[src/rtl/icap_pkg.sv]
package icap_pkg;
   localparam logic [1:0] ADDR_STAT = 2'd0;
   localparam logic [1:0] ADDR_HIGH = 2'd1;
   localparam logic [1:0] ADDR_LOW  = 2'd2;
   localparam int         STAT_FLAG_BIT = 7;
endpackage

[src/rtl/icap_counter.sv]
module icap_counter #(
   parameter int CNT_W    = 16,
   parameter int PRESCALE = 4
) (
   input  logic             clk,
   input  logic             rst_n,
   output logic             tick,
   output logic [CNT_W-1:0] count
);
   localparam int PW = (PRESCALE > 1) ? $clog2(PRESCALE) : 1;

   generate
      if (PRESCALE == 1) begin : g_direct
         assign tick = 1'b1;
      end else begin : g_div
         logic [PW-1:0] pre_q;
         always_ff @(posedge clk or negedge rst_n) begin
            if (!rst_n)
               pre_q <= '0;
            else if (pre_q == PW'(PRESCALE - 1))
               pre_q <= '0;
            else
               pre_q <= pre_q + 1'b1;
         end
         assign tick = (pre_q == PW'(PRESCALE - 1));
      end
   endgenerate

   always_ff @(posedge clk or negedge rst_n) begin
      if (!rst_n)
         count <= '0;
      else if (tick)
         count <= count + 1'b1;
   end
endmodule

[src/rtl/icap_edge_detect.sv]
module icap_edge_detect #(
   parameter int SYNC_STAGES = 2
) (
   input  logic clk,
   input  logic rst_n,
   input  logic pin,
   input  logic cmp,
   input  logic src_sel,
   input  logic edge_rise,
   output logic strobe,
   output logic cfg_change
);
   logic [SYNC_STAGES-1:0] sync_q;
   logic                   pin_s;
   logic                   src_q, edge_q, prev_q;
   logic                   sel, rise, fall, allowed;

   generate
      genvar i;
      for (i = 0; i < SYNC_STAGES; i++) begin : g_sync
         always_ff @(posedge clk or negedge rst_n) begin
            if (!rst_n)
               sync_q[i] <= 1'b0;
            else if (i == 0)
               sync_q[i] <= pin;
            else
               sync_q[i] <= sync_q[(i == 0) ? 0 : i-1];
         end
      end
   endgenerate

   assign pin_s      = sync_q[SYNC_STAGES-1];
   assign sel        = src_sel ? cmp : pin_s;
   assign cfg_change = (src_sel != src_q) || (edge_rise != edge_q);
   assign rise       = sel & ~prev_q;
   assign fall       = ~sel & prev_q;
   assign allowed    = !(src_sel && !edge_rise);
   assign strobe     = allowed && !cfg_change && (edge_rise ? rise : fall);

   always_ff @(posedge clk or negedge rst_n) begin
      if (!rst_n) begin
         src_q  <= 1'b0;
         edge_q <= 1'b0;
         prev_q <= 1'b0;
      end else begin
         src_q  <= src_sel;
         edge_q <= edge_rise;
         prev_q <= sel;
      end
   end
endmodule

[src/rtl/icap_regs.sv]
module icap_regs
   import icap_pkg::*;
#(
   parameter int CNT_W = 16
) (
   input  logic             clk,
   input  logic             rst_n,
   input  logic [CNT_W-1:0] count,
   input  logic             strobe,
   input  logic             rd_en,
   input  logic [1:0]       rd_addr,
   input  logic             irq_en,
   output logic [7:0]       rd_data,
   output logic             irq,
   output logic [CNT_W-1:0] cap_val,
   output logic             flag,
   output logic             lock,
   output logic             commit
);
   logic             pend_q, arm_q;
   logic [CNT_W-1:0] pend_val;
   logic [CNT_W-1:0] commit_val;
   logic [15:0]      cap_ext;
   logic             rd_stat, rd_high, rd_low, direct;

   assign rd_stat = rd_en && (rd_addr == ADDR_STAT);
   assign rd_high = rd_en && (rd_addr == ADDR_HIGH);
   assign rd_low  = rd_en && (rd_addr == ADDR_LOW);

   assign direct     = strobe && !lock;
   assign commit     = direct || (pend_q && !lock);
   assign commit_val = direct ? count : pend_val;

   always_ff @(posedge clk or negedge rst_n) begin
      if (!rst_n) begin
         cap_val  <= '0;
         pend_q   <= 1'b0;
         pend_val <= '0;
         lock     <= 1'b0;
         flag     <= 1'b0;
         arm_q    <= 1'b0;
      end else begin
         if (commit)
            cap_val <= commit_val;

         if (strobe && lock) begin
            pend_q   <= 1'b1;
            pend_val <= count;
         end else if (commit) begin
            pend_q <= 1'b0;
         end

         if (rd_low)
            lock <= 1'b0;
         else if (rd_high)
            lock <= 1'b1;

         if (commit)
            flag <= 1'b1;
         else if (arm_q && rd_low)
            flag <= 1'b0;

         if (rd_low)
            arm_q <= 1'b0;
         else if (rd_stat && flag)
            arm_q <= 1'b1;
      end
   end

   assign cap_ext = 16'(cap_val);
   assign irq     = flag && irq_en;

   always_comb begin
      rd_data = 8'h00;
      case (rd_addr)
         ADDR_STAT: rd_data[STAT_FLAG_BIT] = flag;
         ADDR_HIGH: rd_data = cap_ext[15:8];
         ADDR_LOW:  rd_data = cap_ext[7:0];
         default:   rd_data = 8'h00;
      endcase
   end
endmodule

[src/rtl/icap_unit.sv]
module icap_unit #(
   parameter int CNT_W       = 16,
   parameter int PRESCALE    = 4,
   parameter int SYNC_STAGES = 2
) (
   input  logic       clk,
   input  logic       rst_n,
   input  logic       cap_pin,
   input  logic       cmp_flag,
   input  logic       src_sel,
   input  logic       edge_rise,
   input  logic       irq_en,
   input  logic       rd_en,
   input  logic [1:0] rd_addr,
   output logic [7:0] rd_data,
   output logic       irq
);
   generate
      if (CNT_W < 9 || CNT_W > 16) begin : g_bad_width
         $error("icap_unit: CNT_W must lie in 9..16");
      end
      if (PRESCALE < 1) begin : g_bad_prescale
         $error("icap_unit: PRESCALE must be at least 1");
      end
      if (SYNC_STAGES < 2) begin : g_bad_sync
         $error("icap_unit: SYNC_STAGES must be at least 2");
      end
   endgenerate

   logic             cnt_tick;
   logic [CNT_W-1:0] cnt_val;
   logic             cap_strobe, cfg_change;
   logic [CNT_W-1:0] cap_val;
   logic             cap_flag, hi_lock, cap_commit;

   icap_counter #(.CNT_W(CNT_W), .PRESCALE(PRESCALE)) u_cnt (
      .clk(clk), .rst_n(rst_n), .tick(cnt_tick), .count(cnt_val)
   );

   icap_edge_detect #(.SYNC_STAGES(SYNC_STAGES)) u_edge (
      .clk(clk), .rst_n(rst_n), .pin(cap_pin), .cmp(cmp_flag),
      .src_sel(src_sel), .edge_rise(edge_rise),
      .strobe(cap_strobe), .cfg_change(cfg_change)
   );

   icap_regs #(.CNT_W(CNT_W)) u_regs (
      .clk(clk), .rst_n(rst_n), .count(cnt_val), .strobe(cap_strobe),
      .rd_en(rd_en), .rd_addr(rd_addr), .irq_en(irq_en),
      .rd_data(rd_data), .irq(irq), .cap_val(cap_val), .flag(cap_flag),
      .lock(hi_lock), .commit(cap_commit)
   );
endmodule

[config.mk]
export PLATFORM = sky130hd
export DESIGN_NAME = icap_unit
export DESIGN_NICKNAME = d
export VERILOG_FILES = /design/src/rtl/icap_pkg.sv /design/src/rtl/icap_counter.sv /design/src/rtl/icap_edge_detect.sv /design/src/rtl/icap_regs.sv /design/src/rtl/icap_unit.sv
export SDC_FILE = /design/constraint.sdc
export NUM_CORES = 1
export LEC_CHECK = 0
export BUFFER_PORTS_ARGS = -buffer_cell sky130_fd_sc_hd__buf_2
export CAP_MARGIN = 20
export CORE_UTILIZATION = 40
export DETAILED_ROUTE_END_ITERATION = 10
export SETUP_SLACK_MARGIN = 0.5
export SLEW_MARGIN = 30
export SYNTH_ARGS = -nofsm -noshare
export SYNTH_HDL_FRONTEND = slang
export SYNTH_SLANG_ARGS = --single-unit
[constraint.sdc]
create_clock -name clk -period 2.9 [get_ports clk]
set_clock_uncertainty 0.15 [all_clocks]
set_input_delay 0.58 -clock clk [delete_from_list [all_inputs] [get_ports clk]]
set_output_delay 0.58 -clock clk [all_outputs]
set_load 0.03 [all_outputs]
# Word level (Yosys, flattened, before mapping)
# Index checks and enable logic that the tools add are counted.
[word_totals]
regBits = 59
in_bits = 10
out_inout_bits = 9
word_cells = 61
[classes]
n_addsub = 2
n_eq_ne = 5
muxes = 14
bitwise = 4
n_reduce_logical = 23
[ops]
columns = ["cell", "count"]
rows = [
  ["adder 16 x 1 -> 16 bit, second input constant", 1],
  ["two-way mux 16 bit", 1],
  ["case mux 7 bit (2 select lines)", 1],
  ["logical AND 1 bit", 12],
  ["two-way mux 1 bit", 10],
  ["nonzero test 2 bit", 4],
  ["equality test 2 bit, second input constant", 2],
  ["zero test 1 bit", 4],
  ["case mux 1 bit (3 select lines)", 1],
  ["adder 2 x 1 -> 2 bit, second input constant", 1],
  ["AND 1 bit", 2],
  ["equality test 2 x 1 -> 1 bit, second input constant", 1],
  ["zero test 2 bit", 1],
  ["logical OR 1 bit", 2],
  ["two-way mux 2 bit", 1],
  ["!= test 1 bit", 2],
  ["inverter 1 bit", 2],
]

# Logic depth before layout (Yosys ltp)
# Gate-level depths: netlist of the first run.
[logic_depth]
ltp_word = 9
mapped_depth = 7

# Hierarchy
# A second synthesis of the first run with hierarchy kept.
[hier_totals]
hier_cells = 206
hier_area_um2 = 2722.6
[modules_own_cells]
columns = ["module", "n_inst", "cells_each", "area_each_um2", "seq_area_each_um2"]
rows = [
  ["icap_regs", 1, 129, 1742.9, 900.9],
  ["icap_counter", 1, 64, 795.8, 450.4],
  ["icap_edge_detect", 1, 13, 183.9, 125.1],
]

# Worst setup path before layout of the first run
# No wires, ideal clock.
[synth_timing]
path_kind = "input to output"
from = "input port rd_addr[0]"
to = "output port rd_data[0]"
arrival_ps = 1643
t_required_ps = 2170
slack_ps = 527
cell_stages = 5
n_path_buf = 1
cell_sequence = "inv_1 > ha_1 > clkbuf_1 > a22oi_1 > nor2b_1"
[synth_via]
elab_chain_len = 2
elab_cells_between_ends = 3
classes_between = "eq/ne: 2; mux: 1"
[synth_rtl]
columns = ["item", "line", "text"]
rows = [
  ["start, declared", "icap_unit.sv:14", "input logic [1:0] rd_addr,"],
  ["equality test 2 bit or equality test 2 x 1 -> 1 bit (tied branches)", "icap_regs.sv:75", "case (rd_addr)"],
  ["case mux 7 bit (2 select lines) (*)", "icap_regs.sv:75", ""],
  ["end, declared", "icap_unit.sv:15", "output logic [7:0] rd_data,"],
]
# Mark *: on every way between the ends. The rest lies on a longest branch, timed or not.

# Worst setup path after layout of the first run
[layout_timing]
from = "input port rd_addr[0]"
to = "output port rd_data[7]"
[layout_via]
elab_chain_len = 2
elab_cells_between_ends = 4
classes_between = "eq/ne: 2; mux: 1; reduce/logical: 1"
[layout_rtl]
columns = ["item", "line"]
rows = [
  ["equality test 2 bit, or another cell as far along", "icap_regs.sv:75"],
  ["case mux 1 bit (3 select lines) (*)", "icap_regs.sv:75"],
]
# Marked as above.

==> metrics.md, run 1 <==
| Metric | Value |
|---|---|
| Synth-to-layout area growth | 12.9% |
| Antenna Nets Post-Route | 0 |
| Hold Fails Final Rpt | 0 |
| Setup bufs post-CTS | 0 |
| Synth area leaders | dfrtp_1 (54%), mux2_4 (5.5%), a221oi_1 (5.1%) |
| Post-synth top area cell | dfrtp_1 |
| Worst Setup End Kind | primary output |
| GRT Util Overall | 0.171 |
| Hold buffer count at CTS | 0 |
| CTS Buffer Depth | 2 |
| Failing checks | design-rule violations |
| I/O Buffers | 18 |
| Min Clock Period, post-route | 2.32 ns |
| Cell Area, Placed | 2910 sq um |
| Worst reg2reg path endpoint | u_regs.cap_val[3] |
| LEAKAGE | 0.00156 uW |
| Power Density | 687 nW/um^2 |
| GRT overflow | 0 |
| CTS tree | done |
| Crit-path cells | buf_2 > inv_1 > ha_2 > a222oi_1 > nor2_1 > buf_2 |
| #FFs+latches synth | 59 |
| Die height | 85.0 microns |
| Sum of negative setup slack | 0 ns |
| Worst-path clk slew | 0.06 ns |
| Initial DRC Count | 93 |
| Outcome | complete, but fails checks |
| Mapped Cells | 243 |
| Layout Nets | 279 |
| H-tree levels | 3 |
| Crit path max fanout | 11 |
| CP most frequent cell | buf_2 |
| CP Launch Type | input port |
| Largest net degree at the start of global routing | 36 |
| Final wirelength | 5.42 mm |
| Inserted Diodes | 0 |
| Mux cell area share after synthesis | 0.0918 |
| Crit path DAT | 1.59 ns |
| Starting Density | 0.424 |
| Die X | 85.0 microns |
| Adder-cell share of the synthesized area | 0.0273 |
| Design Area, Final | 3110 sq um |
| Slowest stage delay, CP | 0.34 ns |
| Mapped Area | 2750 sq um |
| R2r startpoint | u_edge.edge_q |
| Max-cap violations | 0 |
| Post-layout util | 0.479 |
| Synth Area per Inst | 11.3 sq um |
| Sequential share of the synthesized area | 0.536 |
| CTS Buf Count | 9 |
| Largest family of logic cells by synthesized area | simple AND/OR/NAND/NOR gates |
| Post-synthesis compound-gate area fraction | 0.0940 |
| Worst skew pair latency | 0.33 ns |
| Setup CP Type | input port to primary output |
| R2R depth | 4 |
| Layout cells sized above 1 | 0.216 |
| Critical path required time | 2.17 ns |
| Worst min-delay path category | input port to asynchronous set/reset pin |
| CTS sink cnt | 59 |
| Initial DRT Pass Iterations | 8 |
| Post-synthesis xor/xnor area fraction | 0.0509 |
| Synth top area share | 0.536 |
| CP max stage cell | a222oi_1 |
| Antenna violations before repair | 0 |
| Max-slew violations | 0 |
| R2R Setup Slk | 0.83 ns |
| Core ar. | 6490 sq um |
| Mapped Nets | 259 |
| Die area | 7220 sq um |
| First-pass GRT wire length | 9.16 mm |
| Tcrit/Tclk final | 0.799 |
| Final setup fails | 0 |
| DP Cell Count | 329 |
| Distinct cell type count after synthesis | 33 |
| Post-DP HPWL | 3.62 mm |
| Peak supply drop | 0.251 mV |
| # IOs | 19 |
| Via count | 1853 |
| DR vias/cell | 5.37 |
| Least-Margin Pin Slew | 0.599 ns |
| Row Count | 29 |
| WL/cell | 15.7 microns |
| Vias in the first global route | 1772 |
| Area of the multi-input gates | 1120 sq um |
| DRC Markers | 4 |
| RSZ-0062 raised after global routing | yes |
| Ys Warns | 0 |
| Synth Area in Simple Gates | 0.142 |
| Non-filler cells, final | 345 |
| FF+latch area | 1480 sq um |
| Root buffer cell | clkbuf_8 |
| Slew headroom | 0.599 |
| F_max | 431 MHz |
| Fill count | 612 |
| GP Congestion | 0.793 |
==> synthesized netlist by cell type (all sizes together) <==
master  number
mux2        17
a2111o       1
and2         1
buf          5
a22oi        7
a21oi        4
nand4        5
nor4        16
nand2        7
xnor2        7
a221oi      16
nand3        4
nor2        22
a31oi        1
ha           6
xor2         9
dfrtp       59
nor3         2
nor2b       11
or2          1
or3          1
inv         22
and3         4
o31a         1
clkbuf       9
mux2i        2
o311a        1
and4         1
a222oi       1
==> cells by family (layout without fill, tap and decap cells) <==
family                   Yosys count  after routing
AND/OR/NAND/NOR                   75             75
flip-flops                        59             59
buffers and inverters             36             61
AO/OA/AOI/OAI                     32             32
multiplexers                      19             19
XOR/XNOR                          16             16
adder cells (fa/ha/maj)            6              6
==> layer usage <==
layer | wire, microns | track usage | up-vias
met3 | 195 | 0.0564 | 7
li1 | - | - | 905
met5 | 0 | 0 | -
met1 | 2770 | 0.239 | 908
met4 | 86 | 0.0709 | 0
met2 | 2370 | 0.245 | 33
==> cells in the final DEF (no fill, tap or decap), types with 2 or more instances in the layout <==
| master | netlist | final |
|---|---|---|
| buf_2 | 1 | 18 |
| nor4_1 | 16 | 16 |
| a22oi_1 | 7 | 7 |
| mux2_2 | 7 | 7 |
| inv_1 | 22 | 22 |
| nand3_1 | 4 | 4 |
| mux2_4 | 10 | 10 |
| dfrtp_1 | 59 | 59 |
| clkbuf_1 | 9 | 2 |
| xor2_1 | 9 | 9 |
| and3_1 | 4 | 4 |
| a221oi_1 | 16 | 16 |
| clkbuf_8 | 0 | 13 |
| nor3_1 | 2 | 2 |
| buf_4 | 0 | 4 |
| a21oi_1 | 4 | 4 |
| nor2b_1 | 11 | 11 |
| ha_2 | 0 | 2 |
| nor2_1 | 22 | 22 |
| ha_1 | 6 | 4 |
| nand4_1 | 5 | 5 |
| xnor2_1 | 7 | 7 |
| nand2_1 | 7 | 7 |
==> worst max-delay path: cells and delay by family <==
family	cells	cell delay (ns)
simple gates	1	0.06
compound gates	1	0.34
buf+inv	3	0.35
fa+ha+maj	1	0.26
==> state kept, by name, indices dropped and copies added (netlist names), 2 cells and up <==
signal	count
u_regs.pend_val	16
u_cnt.count	16
u_regs.cap_val	16
u_cnt.g_div.pre_q	2
==> stage by stage <==
stage	power [uW]	setup slack, ns	hold WS [ns]
after floorplan	1330	0.527	0.134
after global placement	1460	0.492	0.182
after detailed placement	1460	0.469	0.186
after CTS	2170	0.547	0.103
after global routing	2260	0.478	0.112
final	2140	0.582	0.0923
==> how the worst max path moves through the flow <==
stage                    start                  to  slack, ns  cells after the start
floorplan           rd_addr[0]          rd_data[0]       0.53                      5
global placement     edge_rise  u_regs.cap_val[11]       0.49                      5
detailed placement     src_sel  u_regs.pend_val[1]       0.47                      6
CTS                 rd_addr[1]          rd_data[7]       0.55                      6
global route        rd_addr[0]          rd_data[7]       0.48                      6
finish              rd_addr[0]          rd_data[7]       0.58                      6
==> layout make-up <==
class / count / share of cell area
Multi-Input combinational cell: 148 / 0.361
Sequential cell: 59 / 0.475
Clock buffer: 15 / 0.0599
Inverter: 22 / 0.0265
Clock inverter: 1 / 0.00161
Tap cell: 77 / 0.0310
Timing Repair Buffer: 23 / 0.0451
==> power breakdown <==
part,total [uW],switching (uW),internal [uW]
registers,1070,97.6,973
logic,375,204,171
clock network,692,289,403
total,2140,590,1550
==> repair_timing <==
action | CTS | global route
resized for setup | 1 | 1
pin swaps | 0 | 1
endpoints found under the setup margin | 1 | 5
endpoints found under the hold margin | 0 | 0
No activity file was read; power rests on OpenSTA's default activity.
==> run 2: changes to the inputs <==
==> constraint.sdc (replaced) <==
create_clock -name clk -period 2.1 [get_ports clk]
set_clock_uncertainty 0.15 [all_clocks]
set_input_delay 0.42 -clock clk [delete_from_list [all_inputs] [get_ports clk]]
set_output_delay 0.42 -clock clk [all_outputs]
set_load 0.03 [all_outputs]
==> run 2 against run 1 <==
Net effect: the flow still finishes with violations (design-rule violations); clock power increased by 33%; final area up 23%; die area is the same; final cell count increased by 7.8%; total power is 54% higher; worst hold slack lost 0.050 ns; via count is 11% higher; combinational power is 130% higher; routed wire length rose by 21%; register-to-register slack got worse by 0.67 ns; critical path depth shrank 1.
==> metrics.md, run 2 (same netlist as run 1, synthesis figures left out) <==
| Metric | Value |
|---|---|
| DP Cell Count | 334 (+1.5%) |
| Worst skew pair latency | 0.34 ns (about the same) |
| Final wirelength | 6.55 mm (+21%) |
| Antenna Nets Post-Route | 0 (unchanged) |
| Layout Nets | 306 (+9.7%) |
| LEAKAGE | 0.00179 uW (+15%) |
| Min Clock Period, post-route | 1.94 ns |
| Critical Path Stages | 5 (-1) |
| CTS Buffer Depth | 2 (unchanged) |
| DR vias/cell | 5.51 (+2.6%) |
| CTS Buf Count | 9 (unchanged) |
| Via count | 2049 (+11%) |
| Crit path max fanout | 16 (+5) |
| Most common cell after layout, fill and taps aside | dfrtp_1 |
| R2R depth | 5 (+1) |
| CTS sink cnt | 59 (unchanged) |
| Largest net degree at the start of global routing | 60 (+67%) |
| H-tree levels | 3 (unchanged) |
| # IOs | 19 (unchanged) |
| Power Density | 856 nW/um^2 (+25%) |
| FF+latch area | 1480 sq um (+0.51%) |
| Worst min-delay path category | input port to flop |
| Core ar. | 6490 sq um (unchanged) |
| Total design power | 3290 uW (+54%) |
| Peak supply drop | 0.320 mV (+27%) |
| Die X | 85.0 microns (unchanged) |
| Vias in the first global route | 2058 (+16%) |
| Final setup fails | 0 (unchanged) |
| RSZ-0062 raised after global routing | yes |
| Crit path DAT | 2.01 ns (+0.42 ns) |
| Die height | 85.0 microns (unchanged) |
| Starting Density | 0.424 (unchanged) |
| Die area | 7220 sq um (unchanged) |
| Post-DP HPWL | 3.76 mm (+3.7%) |
| Worst Setup End Kind | flop |
| Critical path required time | 2.17 ns (about the same) |
| F_max | 515 MHz |
| Area of the multi-input gates | 1490 sq um (+32%) |
| GRT overflow | 0 (unchanged) |
| Slew headroom | 0.607 (+0.00729) |
| Antenna violations before repair | 0 (unchanged) |
| Least-Margin Pin Slew | 0.589 ns (-0.0109 ns) |
| Inserted Diodes | 0 (unchanged) |
| GP Congestion | 0.740 (-6.6%) |
| Outcome | complete, but fails checks |
| Row Count | 29 (unchanged) |
| Slowest stage delay, CP | 0.40 ns (+0.06 ns) |
| Initial DRC Count | 202 (+120%) |
| CP max stage cell | dfrtp_1 |
| Hold Slack | 0.0423 ns (-0.0500 ns) |
| Synth-to-layout area growth | 39.4% |
| Tcrit/Tclk final | 0.924 |
| Worst-path clk slew | 0.06 ns (about the same) |
| CTS tree | done |
| Most frequent cells in the layout | dfrtp_1 (53), inv_1 (20), buf_4 (19) |
| Largest regs | u_cnt.count x16, u_regs.cap_val x16, u_regs.pend_val x16 |
| Setup CP Type | flop to flop |
| Non-filler cells, final | 372 (+7.8%) |
| Layout cells sized above 1 | 0.464 (+0.248) |
| Max-slew violations | 0 (unchanged) |
| First-pass GRT wire length | 10.6 mm (+15%) |
| WL/cell | 17.6 microns (+12%) |
| Worst Path Buf+Inv | 1 (-2) |
| Crit-path cells | xor2_1 > o31a_1 > or3_4 > buf_12 > mux2_4 |
| Hold Fails Final Rpt | 0 (unchanged) |
| GRT Util Overall | 0.194 (+0.0232) |
| Initial DRT Pass Iterations | 7 (-1) |
| DRC Markers | 2 (-2) |
| Fill count | 503 (-18%) |
| Root buffer cell | clkbuf_8 |
| CP Launch Type | flop |
| Max-cap violations | 0 (unchanged) |
| Failing checks | design-rule violations |
| Worst hold stages | 1 |
| I/O Buffers | 18 (unchanged) |
| CP delay by family, top | flip-flops |
## run 2: cell types whose count changed in the layout (fill, tap and decap cells not counted), sizes merged
cell | previous run | this run
clkinv | 1 | 2
or2 | 1 | 2
buf | 23 | 48
clkbuf | 15 | 14
dlygate4sd3 | 0 | 1
## run 2: cell type report
type | count | share of cell area
flip-flops and latches | 59 | 0.386
multi-input cells | 149 | 0.387
inverters | 22 | 0.0267
clock inverters | 2 | 0.00261
well taps | 77 | 0.0251
clock buffers | 14 | 0.0424
repair buffers | 49 | 0.129
## run 2: power breakdown
| group | total (uW) | switching, uW | internal [uW] |
|---|---|---|---|
| sequential | 1510 | 164 | 1340 |
| combinational | 857 | 403 | 454 |
| clock | 923 | 433 | 490 |
## run 2: metrics by stage
stage	setup TNS, ns	utilization	instance area [sq um]	setup WS (ns)
floorplan	-0.502	-	2950	-0.0502
global placement	-0.258	0.482	3130	-0.0353
detailed placement	-0.571	0.482	3130	-0.0585
CTS	0	0.554	3600	0.171
global route	0	0.591	3840	0.105
finish	0	0.591	3840	0.160
## run 2: path summary, 6_finish.rpt
| check | start | to | slack (ns) |
|---|---|---|---|
| worst max-delay path | u_edge.edge_q | u_regs.pend_val[7] | 0.16 |
| worst min-delay path | cap_pin | u_edge.sync_q[0] | 0.04 |
| worst max register to register | u_edge.edge_q | u_regs.pend_val[7] | 0.16 |
| worst min register to register | u_edge.sync_q[0] | u_edge.pin_s | 0.20 |
| max in group asynchronous | rst_n | u_cnt.count[3] | 1.06 |
| min in group asynchronous | rst_n | u_regs.pend_val[0] | 0.47 |
## run 2: what timing repair did
action | CTS | global route
setup buffers | 11 | 9
gates resized for setup | 48 | 31
cloned | 1 | 0
pin swaps | 17 | 14
endpoints found under the hold margin | 59 | 0
hold buffers | 1 | 0
setup endpoints to repair | 50 | 51
## run 2: layer usage
layer | wire length, microns | up-vias | GRT usage
met5 | 0 | - | 0
li1 | - | 967 | -
met3 | 283 | 8 | 0.0438
met2 | 3090 | 50 | 0.290
met1 | 3100 | 1024 | 0.278
met4 | 85 | 0 | 0.0693
